[src/rtl/b1m_pkg.sv]
package b1m_pkg;

    localparam logic [6:0] PN_SEED = 7'h7F;

    typedef struct packed {
        logic [7:0] ks;
        logic [6:0] nxt;
    } pn_step_t;

    typedef struct packed {
        logic       vld;
        logic       sof;
        logic [7:0] data;
    } beat_t;

    typedef struct packed {
        logic       vld;
        logic [7:0] bits;
    } mask_t;

    // Eight steps of the x^7+x^6+1 generator, first bit into data bit 7.
    function automatic pn_step_t pn_byte(input logic [6:0] s);
        pn_step_t   r;
        logic [6:0] t;
        t = s;
        r.ks = '0;
        for (int b = 7; b >= 0; b--) begin
            r.ks[b] = t[6];
            t = {t[5:0], t[6] ^ t[5]};
        end
        r.nxt = t;
        return r;
    endfunction

    function automatic logic [3:0] ones8(input logic [7:0] v);
        logic [3:0] n;
        n = '0;
        for (int i = 0; i < 8; i++) begin
            n = n + {3'b000, v[i]};
        end
        return n;
    endfunction

endpackage

[src/rtl/b1m_descrambler.sv]
module b1m_descrambler
    import b1m_pkg::*;
(
    input  logic       clk,
    input  logic       rst,
    input  logic       restart,
    input  logic       adv,
    input  logic [7:0] din,
    output logic [7:0] dout
);
    logic [6:0] st_q;
    logic [6:0] seed;
    pn_step_t   step;

    always_comb begin
        seed = restart ? PN_SEED : st_q;
        step = pn_byte(seed);
        dout = adv ? (din ^ step.ks) : din;
    end

    always_ff @(posedge clk) begin
        if (rst) begin
            st_q <= PN_SEED;
        end else if (adv) begin
            st_q <= step.nxt;
        end else if (restart) begin
            st_q <= PN_SEED;
        end
    end
endmodule

[src/rtl/b1m_bip8.sv]
module b1m_bip8 (
    input  logic       clk,
    input  logic       rst,
    input  logic       take,
    input  logic       sof,
    input  logic [7:0] din,
    output logic [7:0] par,
    output logic       par_ok
);
    logic [7:0] acc_q;
    logic       open_q;

    always_ff @(posedge clk) begin
        if (rst) begin
            acc_q  <= '0;
            par    <= '0;
            par_ok <= 1'b0;
            open_q <= 1'b0;
        end else if (take) begin
            open_q <= 1'b1;
            acc_q  <= sof ? din : (acc_q ^ din);
            if (sof && open_q) begin
                par    <= acc_q;
                par_ok <= 1'b1;
            end
        end
    end
endmodule

[src/rtl/b1m_errcnt.sv]
module b1m_errcnt
    import b1m_pkg::*;
#(
    parameter int CNT_W = 16
) (
    input  logic             clk,
    input  logic             rst,
    input  logic             clr,
    input  logic             hit,
    input  logic [7:0]       bits,
    output logic [CNT_W-1:0] count
);
    localparam logic [CNT_W-1:0] CNT_MAX = '1;

    logic [3:0]     add;
    logic [CNT_W:0] sum;

    always_comb begin
        add = hit ? ones8(bits) : 4'd0;
        sum = {1'b0, (clr ? '0 : count)} + {{(CNT_W - 3){1'b0}}, add};
    end

    always_ff @(posedge clk) begin
        if (rst) begin
            count <= '0;
        end else begin
            count <= sum[CNT_W] ? CNT_MAX : sum[CNT_W-1:0];
        end
    end
endmodule

[src/rtl/b1_parity_mon.sv]
module b1_parity_mon
    import b1m_pkg::*;
#(
    parameter int UNSCR_LEN = 9,
    parameter int B1_POS    = 90,
    parameter int IDX_W     = 16,
    parameter int CNT_W     = 16
) (
    input  logic             clk,
    input  logic             rst,
    input  logic             in_valid,
    input  logic             in_sof,
    input  logic [7:0]       in_data,
    input  logic             cnt_rd,
    output logic             out_valid,
    output logic             out_sof,
    output logic [7:0]       out_data,
    output logic             mask_valid,
    output logic [7:0]       mask,
    output logic [CNT_W-1:0] err_count
);
    localparam logic [IDX_W-1:0] UNSCR_IDX = IDX_W'(UNSCR_LEN);
    localparam logic [IDX_W-1:0] B1_IDX    = IDX_W'(B1_POS);
    localparam logic [IDX_W-1:0] IDX_MAX   = '1;

    logic [IDX_W-1:0] pos_q;
    logic [IDX_W-1:0] cur_idx;
    logic             frm_q;
    logic             take_byte;
    logic             scr;
    logic [7:0]       plain;
    logic [7:0]       par;
    logic             par_ok;
    beat_t            beat_q;
    mask_t            mask_q;

    always_comb begin
        cur_idx   = in_sof ? '0 : pos_q;
        take_byte = in_valid && (in_sof || frm_q);
        scr       = take_byte && (cur_idx >= UNSCR_IDX);
    end

    always_ff @(posedge clk) begin
        if (rst) begin
            pos_q <= '0;
            frm_q <= 1'b0;
        end else if (take_byte) begin
            frm_q <= 1'b1;
            pos_q <= (cur_idx == IDX_MAX) ? IDX_MAX : cur_idx + 1'b1;
        end
    end

    b1m_descrambler u_descr (
        .clk    (clk),
        .rst    (rst),
        .restart(in_valid && in_sof),
        .adv    (scr),
        .din    (in_data),
        .dout   (plain)
    );

    b1m_bip8 u_bip (
        .clk   (clk),
        .rst   (rst),
        .take  (take_byte),
        .sof   (in_sof),
        .din   (in_data),
        .par   (par),
        .par_ok(par_ok)
    );

    always_ff @(posedge clk) begin
        if (rst) begin
            beat_q <= '0;
            mask_q <= '0;
        end else begin
            beat_q.vld  <= in_valid;
            beat_q.sof  <= in_valid && in_sof;
            beat_q.data <= plain;
            mask_q.vld  <= take_byte && par_ok && (cur_idx == B1_IDX);
            if (take_byte && par_ok && (cur_idx == B1_IDX)) begin
                mask_q.bits <= plain ^ par;
            end
        end
    end

    b1m_errcnt #(.CNT_W(CNT_W)) u_cnt (
        .clk  (clk),
        .rst  (rst),
        .clr  (cnt_rd),
        .hit  (mask_q.vld),
        .bits (mask_q.bits),
        .count(err_count)
    );

    assign out_valid  = beat_q.vld;
    assign out_sof    = beat_q.sof;
    assign out_data   = beat_q.data;
    assign mask_valid = mask_q.vld;
    assign mask       = mask_q.bits;
endmodule

[config.mk]
export PLATFORM = sky130hd
export DESIGN_NAME = b1_parity_mon
export DESIGN_NICKNAME = d
export VERILOG_FILES = /design/src/rtl/b1m_pkg.sv /design/src/rtl/b1m_descrambler.sv /design/src/rtl/b1m_bip8.sv /design/src/rtl/b1m_errcnt.sv /design/src/rtl/b1_parity_mon.sv
export SDC_FILE = /design/constraint.sdc
export NUM_CORES = 1
export LEC_CHECK = 0
export ABC_AREA = 1
export BUFFER_PORTS_ARGS = -buffer_cell sky130_fd_sc_hd__buf_2
export CAP_MARGIN = 10
export CORE_MARGIN = 1
export CORE_UTILIZATION = 35
export CTS_CLUSTER_SIZE = 30
export DETAILED_ROUTE_END_ITERATION = 10
export PLACE_DENSITY_LB_ADDON = 0.05
export SYNTH_ARGS = -nofsm -noshare
export SYNTH_HDL_FRONTEND = slang
export SYNTH_SLANG_ARGS = --single-unit
[constraint.sdc]
create_clock -name clk -period 3.5 [get_ports clk]
set_input_delay 0.875 -clock clk [delete_from_list [all_inputs] [get_ports clk]]
set_output_delay 0.875 -clock clk [all_outputs]
set_load 0.05 [all_outputs]
# == Word level (Yosys, flattened, before mapping) ==
# Cells that the tools add are included.
# totals
elab_cells,52
register_bits,76
out_inout_bits,35
input_bits,13
# classes
mux,9
bitwise_logic,11
magnitude_cmp,1
n_reduce_logical,8
addsub,9
eq_ne,2
# ops
operator,count
$mux W16,4
$add A4 B1 Y4,6
$xor A8 B8 Y8,3
$add A16 B4 Y17,1
$add A16 B1 Y16 const B,1
$eq A16 B16 Y1 const B,1
$eq A16 B7 Y1 const B,1
$ge A16 B4 Y1 const B,1
$mux W8,2
$mux W7,2
$xor A1 B1 Y1,8
$logic_and A1 B1 Y1,6
$mux W4,1
$add A1 B1 Y2,1
$reduce_and A2 Y1,1
$logic_or A1 B1 Y1,1

# == Depth between registers and ports, before layout ==
# depth
ltp_word,10
depth_mapped,20
mapped_depth_nobuf,20

# == Cells and area by module ==
# Synthesis repeated with hierarchy kept, for this count alone.
# hier_totals
cells_unflattened,715
hier_area_um2,4725.8
# by_module_without_submodules
module,area_per_inst_um2,instances,seq_area_each_um2,cells_per_inst
b1_parity_mon,2114.5,1,720.7,318
b1m_errcnt,1350.0,1,320.3,201
b1m_bip8,778.2,1,360.3,116
b1m_descrambler,483.0,1,140.1,80

# == Least setup slack after synthesis ==
# No wires, ideal clock.
# synth_timing
path_type,register to register
start,reg mask[1] (netlist name)
end,reg u_cnt.count[11]
synth_period_minus_slack_ns,4.183
arrival_time_ns,4.073
setup_slack_ns,-0.683
setup_ns,0.110
t_required_ns,3.390
path_stages_with_launch,19
path_buffers,0
cell_sequence,dfxtp_1 > ha_1 > inv_1 > fa_1 > fa_1 > fa_1 > fa_1 > nor2_1 > fa_1 > nand3_1 > nand3_1 > nand3_1 > nor2_1 > nand2_1 > nor2_2 > nand2_1 > nand3_1 > nand2_1 > inv_1
# synth_via
elab_chain_cells,10
# synth_rtl
item,line_no,rtl
$add A1 B1 Y2,b1m_pkg.sv:39,"n = n + {3'b000, v[i]};"
$add A4 B1 Y4 (6 in a row),b1m_pkg.sv:39,
$mux W4,b1m_errcnt.sv:19,add = hit ? ones8(bits) : 4'd0;
$add A16 B4 Y17,b1m_errcnt.sv:20,"sum = {1'b0, (clr ? '0 : count)} + {{(CNT_W - 3){1'b0}}, add};"
$mux W16,b1m_errcnt.sv:27,count <= sum[CNT_W] ? CNT_MAX : sum[CNT_W-1:0];
to (signal assigned),b1m_errcnt.sv:27,
to (decl),b1m_errcnt.sv:11,output logic [CNT_W-1:0] count
# No other way between the ends.
# A chain may end at the register's enable or synchronous reset.

# == Worst setup path after layout ==
# layout_timing
start,reg mask[1] (netlist name)
end,reg u_cnt.count[10]
# layout_via
elab_chain_cells,10
# layout_rtl
item,line_no
$add A1 B1 Y2,b1m_pkg.sv:39
$add A4 B1 Y4 (6 in a row),b1m_pkg.sv:39
$mux W4,b1m_errcnt.sv:19
$add A16 B4 Y17,b1m_errcnt.sv:20
$mux W16,b1m_errcnt.sv:27
# No other way between the ends.

==> flow_summary.ini <==
[global_route]
grt_usage = 0.178
grt_max_degree = 41
gr-total-overflow = 0
grt_pass1_wl_um = 17900
grt_antenna_before_repair = 0
grt_pass1_vias = 3644

[drt]
vias_per_cell = 4.63
vias = 3956
drtPass1Iterations = 6
finalWirelength_um = 10900
ant_nets = 0
drc = 0
routedWlPerCell_um = 12.7
first_iter_violations = 173

[logic_synthesis]
ys_seq_area_frac = 0.350
yosys_most_used_dff = dfxtp_1
synth_edf_count = 0
synth_cells = 628
netlist_area_mm2 = 0.00435
synth-seq-cells = 76
syn_area_per_cell_um2 = 6.92
synth_fp_nets = 657
synthArstFlopShare = 0
synthMuxAreaShare = 0
ys_warn_count = 0
synth_compound_area_frac = 0.111
synth_top_family_by_area = simple AND/OR/NAND/NOR gates
synth_fa_ha_area_frac = 0.0547
synth_xor_area_frac = 0.0645
synth_cell_types = 32
synth-simple-area-share = 0.308

[clocking]
path_clk_slew_ns = 0.06
clk_latency_ns = 0.34
htreeDepth = 3
hold_buffers = 0
cts_root_buf = clkbuf_16
clock_path_buffers = 2
cts_made_buffers = 9
clock_sinks = 76
cts_tree = yes

[power_and_ir_drop]
vdd_drop_max_mv = 0.219
p_per_area_mw_per_mm2 = 420
leakage_nw = 2.44

[final_layout]
area_growth_pct = 19.7
final_layout_size_suffix_gt1_frac = 0.179
utilization = 0.431
final_common_cell = nand2_1
layout_common_cells = 126 x nand2_1, 95 x inv_1, 72 x dfxtp_1
nets = 712
antenna_cells = 0

[die]
initial_core_util = 0.360
die_w_um = 113
ios = 48
die-area_mm2 = 0.0129
row_count = 40
core_area_mm2 = 0.0121
dieHeight_um = 113

[timing]
final_max_slew_viol_count = 0
finalSetupTns_ns = -3.78
setup-violations-final = 16
worst_slack_ns = -0.289
max_freq_mhz = 264
fin_crit_sh = 1.08
skew_ns = 0.00611
min_period_ns = 3.79
hold_ws_ns = 0.467
relSlewSlack = 0.546
tightest_slew_ns = 0.678
final-hold-violation-count = 0
rsz0062_at_grt = true

[setup_path]
ff2ff_setup_slack_ns = -0.29
endpoint = u_cnt.count[10]
crit_path_start = mask[1]
critPathMaxFanout = 5
criticalPathCategory = reg2reg
r2r_cells = 15
r2r_start = mask[1]
crit_arrival_ns = 4.08
start_kind = flip-flop
cp_data_required_time_ns = 3.79
end_kind = flip-flop
worst_r2r_endpoint = u_cnt.count[10]

[placed_design]
gp_congestion = 0.820
dp_hpwl_um = 7640
numPortBuffers = 47

[run_status]
status = finished with violations
violations = negative setup slack

[worst_hold_path]
hold_path_class = reg2reg

[job]
cap_viol_max_count = 0
## sequential cells by signal, summed over array words and instances (netlist names)
register,count
mask,8
u_cnt.count,16
u_descr.st_q,7
out_data,8
pos_q,16
out_valid,1
u_bip.open_q,1
u_bip.par,8
u_bip.par_ok,1
u_bip.acc_q,8
mask_valid,1
out_sof,1
## power breakdown
part           internal (mW)  switching, mW
registers              0.911         0.0223
logic                 0.0920          0.233
clock network          0.568          0.360
## area by class of cell
| class | count | area, um^2 |
|---|---|---|
| Clock buffer | 13 | 250 |
| Timing Repair Buffer | 61 | 340 |
| Sequential cell | 76 | 1530 |
| Tap cell | 168 | 210 |
| Inverter | 99 | 372 |
| Clock inverter | 2 | 35.0 |
| Multi-Input combinational cell | 436 | 2460 |
| Fill cell | 1257 | 6860 |
## repair_timing
action / CTS / global route
endpoints found under the setup margin: 16 / 16
gates cloned: 0 / 1
gates resized for setup: 9 / 11
pin swaps: 4 / 6
buffers inserted: 2 / 1
## per-stage QoR
stage / instance area, um^2 / total power [mW] / std cells / setup slack (ns)
3_5_place_dp: 4820 / 1.28 / 836 / -0.317
4_1_cts: 5150 / 2.22 / 853 / -0.236
6_report: 5200 / 2.19 / 855 / -0.289
3_3_place_gp: 4820 / 1.28 / 836 / -0.296
5_1_grt: 5200 / 2.29 / 855 / -0.479
2_1_floorplan: 4400 / 1.21 / 628 / -0.233
## per-layer routing
layer  track usage  vias up  share of wire
met5             0        -              0
met4        0.0737        0          0.018
met3        0.0260       11          0.028
met2         0.285       71           0.45
met1         0.240     1777           0.51
li1              -     2097              -
## synth_stat cells (2+ instances only)
cell type | instances | area, um^2
a21boi_0 | 8 | 60.1
a21oi_1 | 30 | 150
buf_2 | 4 | 20.0
buf_4 | 2 | 15.0
buf_6 | 3 | 33.8
clkbuf_1 | 8 | 30.0
dfxtp_1 | 76 | 1520
fa_1 | 5 | 100
ha_1 | 11 | 138
inv_1 | 96 | 360
inv_2 | 2 | 7.51
nand2_1 | 131 | 492
nand2_2 | 3 | 18.8
nand2_4 | 4 | 45.0
nand3_1 | 48 | 240
nand4_1 | 7 | 43.8
nand4_2 | 2 | 25.0
nor2_1 | 72 | 270
nor2_2 | 7 | 43.8
nor3_1 | 19 | 95.1
nor3_2 | 3 | 30.0
o211ai_1 | 7 | 52.6
o21ai_0 | 38 | 190
o21ai_1 | 3 | 15.0
o21bai_1 | 2 | 15.0
xnor2_1 | 11 | 96.3
xor2_1 | 21 | 184
## worst min path at each step
stage,start,endpoint,slack (ns),depth (start not counted)
after floorplan,u_bip.par[0],u_bip.par[0],0.44,2
after global placement,u_bip.par[1],u_bip.par[1],0.45,2
after detailed placement,u_bip.par[0],u_bip.par[0],0.46,2
after CTS,u_bip.par[0],u_bip.par[0],0.47,2
after global routing,u_bip.par[4],u_bip.par[4],0.49,2
final,u_bip.par[7],u_bip.par[7],0.47,2
## critical path: stages, from the launching register on
cell and delay, ns:
dfxtp_4 0.35, ha_4 0.25, inv_2 0.03, fa_1 0.48, fa_1 0.43, fa_2 0.37, fa_2 0.34, xor2_1 0.13
nor2_1 0.06, ha_1 0.37, nand3_2 0.13, nand3_4 0.11, nand4_2 0.17, nor2_2 0.32, o21ai_1 0.13, inv_1 0.06
## cells by family after synthesis
| group | Yosys count |
|---|---|
| compound gates | 88 |
| xor+xnor | 32 |
| fa+ha+maj | 16 |
| buf+inv | 117 |
| flops | 76 |
| simple gates | 299 |
Power figures use the tool's default switching activity.
